`config.mk`:
```
export PLATFORM = sky130hd
export DESIGN_NAME = bitfield_unit
export DESIGN_NICKNAME = d
export VERILOG_FILES = /design/src/rtl/bfu_pkg.sv /design/src/rtl/bfu_desc_decode.sv /design/src/rtl/bfu_field_ops.sv /design/src/rtl/bitfield_unit.sv
export SDC_FILE = /design/constraint.sdc
export NUM_CORES = 1
export LEC_CHECK = 0
export ABC_AREA = 0
export CORE_AREA = 2 2 167 169
export CTS_BUF_LIST = sky130_fd_sc_hd__clkbuf_8
export DETAILED_ROUTE_END_ITERATION = 7
export DIE_AREA = 0 0 169 171
export HOLD_SLACK_MARGIN = 0.02
export PLACE_DENSITY = 0.61
export REMOVE_ABC_BUFFERS = 1
export SYNTH_ARGS = -nofsm -noshare
export SYNTH_HDL_FRONTEND = slang
export SYNTH_SLANG_ARGS = --single-unit
```
`constraint.sdc`:
```
create_clock -name clk -period 7.44 [get_ports clk]
set_input_delay 2.232 -clock clk [delete_from_list [all_inputs] [get_ports clk]]
set_output_delay 2.232 -clock clk [all_outputs]
set_load 0.03 [all_outputs]
```
`src/rtl/bfu_pkg.sv`:
```
// Package: shared sizes and the operation encoding for the bitfield unit.
// Assumes a 32-bit datapath with 6-bit descriptor indices.
package bfu_pkg;
    localparam int DATA_W = 32;
    localparam int IDX_W  = 6;

    typedef enum logic [1:0] {
        OP_MERGE = 2'd0,
        OP_EXTU  = 2'd1,
        OP_EXTS  = 2'd2,
        OP_INS   = 2'd3
    } bfu_op_e;
endpackage

```
`src/rtl/bfu_desc_decode.sv`:
```
// Module: bfu_desc_decode
// Turns a packed field descriptor into bit positions and masks.
// low_mask has hi-lo+1 ones starting at bit 0; field_mask is low_mask
// moved up to bit lo. err flags an index beyond the datapath or a
// reversed range. Assumes DATA_W is a power of two no larger than 2**IDX_W.
module bfu_desc_decode #(
    parameter int DATA_W = 32,
    parameter int IDX_W  = 6,
    localparam int POS_W = $clog2(DATA_W)
) (
    input  logic [2*IDX_W-1:0] descr,
    output logic [POS_W-1:0]   hi,
    output logic [POS_W-1:0]   lo,
    output logic [POS_W-1:0]   span,
    output logic [DATA_W-1:0]  low_mask,
    output logic [DATA_W-1:0]  field_mask,
    output logic               err
);
    localparam logic [IDX_W-1:0] MAX_IDX = IDX_W'(DATA_W - 1);
    localparam logic [POS_W-1:0] TOP_POS = POS_W'(DATA_W - 1);

    logic [IDX_W-1:0] hi_raw;
    logic [IDX_W-1:0] lo_raw;

    // Split the descriptor and check both indices.
    always_comb begin
        hi_raw = descr[2*IDX_W-1:IDX_W];
        lo_raw = descr[IDX_W-1:0];
        err    = (hi_raw > MAX_IDX) || (lo_raw > MAX_IDX) || (hi_raw < lo_raw);
        hi     = hi_raw[POS_W-1:0];
        lo     = lo_raw[POS_W-1:0];
    end

    // Build the right-justified and the positioned field masks.
    always_comb begin
        span       = hi - lo;
        low_mask   = {DATA_W{1'b1}} >> (TOP_POS - span);
        field_mask = low_mask << lo;
    end
endmodule

```
`src/rtl/bfu_field_ops.sv`:
```
// Module: bfu_field_ops
// Combinational result for all four operations. It assumes the masks
// come from bfu_desc_decode; it does not look at descriptor legality.
module bfu_field_ops
    import bfu_pkg::*;
#(
    parameter int DATA_W = 32,
    localparam int POS_W = $clog2(DATA_W)
) (
    input  bfu_op_e           op,
    input  logic [DATA_W-1:0] rd_in,
    input  logic [DATA_W-1:0] rs,
    input  logic [DATA_W-1:0] merge_mask,
    input  logic [POS_W-1:0]  hi,
    input  logic [POS_W-1:0]  lo,
    input  logic [DATA_W-1:0] low_mask,
    input  logic [DATA_W-1:0] field_mask,
    output logic [DATA_W-1:0] res
);
    logic [DATA_W-1:0] shifted_down;
    logic [DATA_W-1:0] shifted_up;
    logic              sign_bit;

    // Align the source for extract (down) and insert (up).
    always_comb begin
        shifted_down = rs >> lo;
        shifted_up   = rs << lo;
        sign_bit     = rs[hi];
    end

    // Select the operation.
    always_comb begin
        unique case (op)
            OP_MERGE: res = (rd_in & ~merge_mask) | (rs & merge_mask);
            OP_EXTU:  res = shifted_down & low_mask;
            OP_EXTS:  res = (shifted_down & low_mask) | ({DATA_W{sign_bit}} & ~low_mask);
            OP_INS:   res = (rd_in & ~field_mask) | (shifted_up & field_mask);
            default:  res = '0;
        endcase
    end
endmodule

```
`src/rtl/bitfield_unit.sv`:
```
// Module: bitfield_unit (top)
// Single-cycle bitfield merge/extract/insert with a registered result.
// Assumes in_valid qualifies opcode and operands in the same cycle.
// Merge ignores the descriptor; the field operations zero the result and
// raise out_err when the descriptor is illegal.
module bitfield_unit
    import bfu_pkg::*;
#(
    parameter int DATA_W = bfu_pkg::DATA_W,
    parameter int IDX_W  = bfu_pkg::IDX_W,
    localparam int POS_W = $clog2(DATA_W)
) (
    input  logic              clk,
    input  logic              rst_n,
    input  logic              in_valid,
    input  logic [1:0]        opcode,
    input  logic [DATA_W-1:0] rd_in,
    input  logic [DATA_W-1:0] rs,
    input  logic [DATA_W-1:0] rm_or_descr,
    output logic              out_valid,
    output logic [DATA_W-1:0] result,
    output logic              out_err
);
    bfu_op_e           op;
    logic [POS_W-1:0]  dec_hi;
    logic [POS_W-1:0]  dec_lo;
    logic [POS_W-1:0]  dec_span;
    logic [DATA_W-1:0] dec_low_mask;
    logic [DATA_W-1:0] dec_field_mask;
    logic              dec_err;
    logic [DATA_W-1:0] ops_res;
    logic              err_now;
    logic [DATA_W-1:0] next_res;
    logic [POS_W:0]    field_len;

    assign op = bfu_op_e'(opcode);

    bfu_desc_decode #(.DATA_W(DATA_W), .IDX_W(IDX_W)) u_decode (
        .descr      (rm_or_descr[2*IDX_W-1:0]),
        .hi         (dec_hi),
        .lo         (dec_lo),
        .span       (dec_span),
        .low_mask   (dec_low_mask),
        .field_mask (dec_field_mask),
        .err        (dec_err)
    );

    bfu_field_ops #(.DATA_W(DATA_W)) u_ops (
        .op         (op),
        .rd_in      (rd_in),
        .rs         (rs),
        .merge_mask (rm_or_descr),
        .hi         (dec_hi),
        .lo         (dec_lo),
        .low_mask   (dec_low_mask),
        .field_mask (dec_field_mask),
        .res        (ops_res)
    );

    // Gate the error to field operations and force a zero result on error.
    always_comb begin
        err_now   = (op != OP_MERGE) && dec_err;
        next_res  = err_now ? '0 : ops_res;
        field_len = {1'b0, dec_span} + 1'b1;
    end

    // Output register: capture on valid, pulse valid and error one cycle later.
    always_ff @(posedge clk) begin
        if (!rst_n) begin
            result    <= '0;
            out_valid <= 1'b0;
            out_err   <= 1'b0;
        end else begin
            out_valid <= in_valid;
            out_err   <= in_valid && err_now;
            if (in_valid) begin
                result <= next_res;
            end
        end
    end

    p_merge_keep_r1: assert property (@(posedge clk) disable iff (!rst_n)
        (in_valid && op == OP_MERGE) |=>
            (((result ^ $past(rd_in)) & ~$past(rm_or_descr)) == '0) &&
            (((result ^ $past(rs)) & $past(rm_or_descr)) == '0) && !out_err);

    p_extu_upper_clear_r3: assert property (@(posedge clk) disable iff (!rst_n)
        (in_valid && op == OP_EXTU && !dec_err) |=>
            ((result >> $past(field_len)) == '0));

    p_exts_sign_fill_r4: assert property (@(posedge clk) disable iff (!rst_n)
        (in_valid && op == OP_EXTS && !dec_err) |=>
            (result[DATA_W-1] == $past(rs[dec_hi])));

    p_ins_keep_outside_r5: assert property (@(posedge clk) disable iff (!rst_n)
        (in_valid && op == OP_INS && !dec_err) |=>
            (((result ^ $past(rd_in)) & ~$past(dec_field_mask)) == '0));

    p_err_zero_result_r6: assert property (@(posedge clk) disable iff (!rst_n)
        out_err |-> (result == '0) && out_valid);

    p_valid_follows_r8: assert property (@(posedge clk) disable iff (!rst_n)
        in_valid |=> out_valid);

    p_idle_hold_r8: assert property (@(posedge clk) disable iff (!rst_n)
        !in_valid |=> !out_valid && !out_err && $stable(result));
endmodule

```
==> impl_metrics.env <==
export IMPL_num_vias=10087
export IMPL_final_max_slew_viol_count=0
export IMPL_sw_frac_of_total=0.5365
export IMPL_final_util=0.3558
export IMPL_p_leak_nw=3.598
export IMPL_timing_hold_ws_ns=0.4400
export IMPL_p_clk_frac=0.128
export IMPL_antenna_left=0
export IMPL_area_growth_pct=21.12
export IMPL_cts_max_path_buffers=2
export IMPL_rsz0062_at_grt="false"
export IMPL_r2r_end="result[30]"
export IMPL_cts_sinks=34
export IMPL_total_power_mw=1.269
export IMPL_core_area_mm2=0.02732
export IMPL_num_rows=61
export IMPL_ys_seq_area_frac=0.08479
export IMPL_maxSlewHeadroom=0.1886
export IMPL_cts_htree_levels=2
export IMPL_cts_resized_gates=0
export IMPL_critPathArrivalTime_ns=6.29
export IMPL_final_layout_size_suffix_gt1_frac=0.1357
export IMPL_initial_core_util=0.2938
export IMPL_finalSetupViolCount=0
export IMPL_worstSetupEndpointType="register"
export IMPL_io_pins=135
export IMPL_setup_tns_ns=0
export IMPL_ff2ff_setup_slack_ns=6.19
export IMPL_crit_type="in2reg"
export IMPL_post_synth_top_area_fraction=0.1297
export IMPL_root_buffer="clkbuf_8"
export IMPL_p_int_uw=588.0
export IMPL_syn_cell_area_mm2=0.008028
export IMPL_min_path_type="reg2reg"
export IMPL_cts_clk_slew_worst_paths_ns=0.07
export IMPL_cts_tree="yes"
export IMPL_grt_pass1_wl_um=64920
export IMPL_worstReg2RegStart="result[30]"
export IMPL_layout_min_cycle_time_ns=6.051
export IMPL_numCtsBuffers=5
export IMPL_die_area_mm2=0.02890
export IMPL_worstHoldStart="result[3]"
export IMPL_switching_power_uw=680.7
export IMPL_num_antenna_cells=0
export IMPL_final_nets=1267
export IMPL_powerDensity_mw_per_mm2=130.5
export IMPL_fin_crit_sh=0.8132
export IMPL_port_buffers=134
export IMPL_r2r_cells=6
export IMPL_synth_distinct_cells=81
export IMPL_finalHoldViolCount=0
export IMPL_power_frac_comb=0.717
export IMPL_cts_setup_buffers=0
export IMPL_ys_dominant_reg_cell="dfxtp_1"
export IMPL_gr_total_overflow=0
export IMPL_fillerInstances=2933
export IMPL_cp_start_kind="input port"
export IMPL_drt_first_pass_iters=6
export IMPL_min_delay_path_depth=2
export IMPL_hold_buffers=0
export IMPL_drt_iter0_drc=1360
export IMPL_grt_pass1_vias=9427
export IMPL_routedWlPerCell_um=29.98
export IMPL_ir_drop_v=0.00005621
export IMPL_synth_async_reset_ratio=0
export IMPL_synth_cells=1086
export IMPL_dp_hpwl_um=33210
export IMPL_drc=0
export IMPL_antenna_found_initial=2
export IMPL_synth_avg_cell_area_um2=7.392
export IMPL_tightest_slew_ns=1.211
export IMPL_grt_usage=0.3050
export IMPL_min_to="result[3]"
export IMPL_path_max_fanout=11
export IMPL_clk_latency_ns=0.31
export IMPL_routed_wl_um=45050
export IMPL_seqPwrFrac=0.155
export IMPL_outcome="finished clean"
export IMPL_dieWidth_um=169
export IMPL_ys_warn_count=0
export IMPL_max_freq_ghz=0.1653
export IMPL_gp_congestion=1.021
export IMPL_yosysTopAreaCell="mux2i_1"
export IMPL_worst_clock_skew_ns=0
export IMPL_final_cell_mix="clkdlybuf4s50_1, nand2_1, mux2i_1"
export IMPL_synth_edf_count=0
export IMPL_cp_required_ns=7.68
export IMPL_final_common_cell="clkdlybuf4s50_1"
export IMPL_synth_area_leaders="mux2i_1, mux4_2, dfxtp_1"
export IMPL_grt_max_degree=65
export IMPL_die_h_um=171
export IMPL_drv_cap=0
export IMPL_avgViaCountPerCell=6.711
export IMPL_ys_ff_latch=34
-- power by group through the flow --
stage	clock (mW)	combinational (mW)	sequential [mW]
final	0.162	0.909	0.197
after global placement	0	0.875	0.201
after global routing	0.170	0.953	0.198
after CTS	0.164	0.875	0.197
after detailed placement	0	0.871	0.201
after floorplan	0	0.466	0.218
-- routing by layer --
metal,up-vias,global-route usage,share of wire
li1,4358,-,-
met1,4893,0.4095,0.41
met2,729,0.4517,0.42
met3,105,0.1096,0.14
met4,2,0.1026,0.035
met5,-,0,0.00027
-- critical path: stages --
cell and delay [ns]:
clkdlybuf4s50_1 0.60, ha_1 0.53, nor2_1 0.10, o21bai_1 0.81, a21oi_2 0.25, o31ai_1 0.89
nand2_1 0.19, a32oi_1 0.22, mux2_2 0.35, a21oi_1 0.11
-- state kept, by name, summed over array words and instances, names as in the netlist --
name and count:
out_valid 1, out_err 1, result 32
-- worst max path at each step --
| stage | startpoint | end | slack [ns] | cells after the start |
|---|---|---|---|---|
| floorplan | rm_or_descr[2] | result[12] | 0.18 | 9 |
| global placement | rm_or_descr[6] | result[27] | 1.08 | 13 |
| detailed placement | rm_or_descr[6] | result[27] | 1.10 | 13 |
| CTS | rm_or_descr[6] | result[27] | 1.46 | 13 |
| global route | rm_or_descr[0] | result[27] | 1.07 | 12 |
| finish | rm_or_descr[8] | result[13] | 1.39 | 10 |
-- cell usage after synthesis, types with 5 or more instances --
cell type and instances:
buf_4 5, buf_1 15, nor4_1 8, a21oi_1 92, nor3_1 19, or3_1 6
and3_1 8, nor2b_1 10, o21ai_0 70, nand2b_1 5, o21ai_1 6, nand2_1 109
a2111oi_0 5, nor2_1 102, o311a_1 8, buf_2 34, nand4_1 5, a31oi_1 22
a22oi_1 16, a21o_1 5, a221oi_1 9, o22ai_1 17, mux2_2 40, and2_1 8
dfxtp_1 34, clkbuf_1 56, a311oi_1 5, a32o_1 5, ha_1 9, maj3_1 5
o221ai_1 7, o211ai_1 12, a22o_1 6, o21a_1 6, a211oi_1 22, mux4_2 42
o31ai_1 10, nand3_1 29, inv_1 17, o311ai_0 11, mux2i_1 104
-- through the flow --
stage	cell area (um2)	instances	setup WS, ns
2_1_floorplan	7553	976	0.1757
3_3_place_gp	9632	1495	1.080
3_5_place_dp	9632	1495	1.102
4_1_cts	9723	1503	1.457
5_1_grt	9723	1503	1.069
6_report	9723	1503	1.389
-- logic make-up after synthesis --
| family | count (synthesis) | share of synthesized area |
|---|---|---|
| AO/OA/AOI/OAI | 383 | 0.3215 |
| XOR/XNOR | 6 | 0.007483 |
| adder cells (fa/ha/maj) | 15 | 0.02276 |
| buffers and inverters | 129 | 0.06795 |
| flip-flops | 34 | 0.08479 |
| multiplexers | 186 | 0.3036 |
| AND/OR/NAND/NOR | 333 | 0.1919 |
-- area by class of cell --
class | instances | area, um2 | area share
inverter | 19 | 71.32 | 0.007335
clock buffer | 6 | 82.58 | 0.008493
multi-input combinational | 923 | 6835 | 0.7030
sequential | 34 | 680.7 | 0.07000
timing repair buffer | 173 | 1612 | 0.1657
clock inverter | 2 | 8.758 | 0.0009008
tap | 346 | 432.9 | 0.04452
Power figures use the tool's default switching activity.
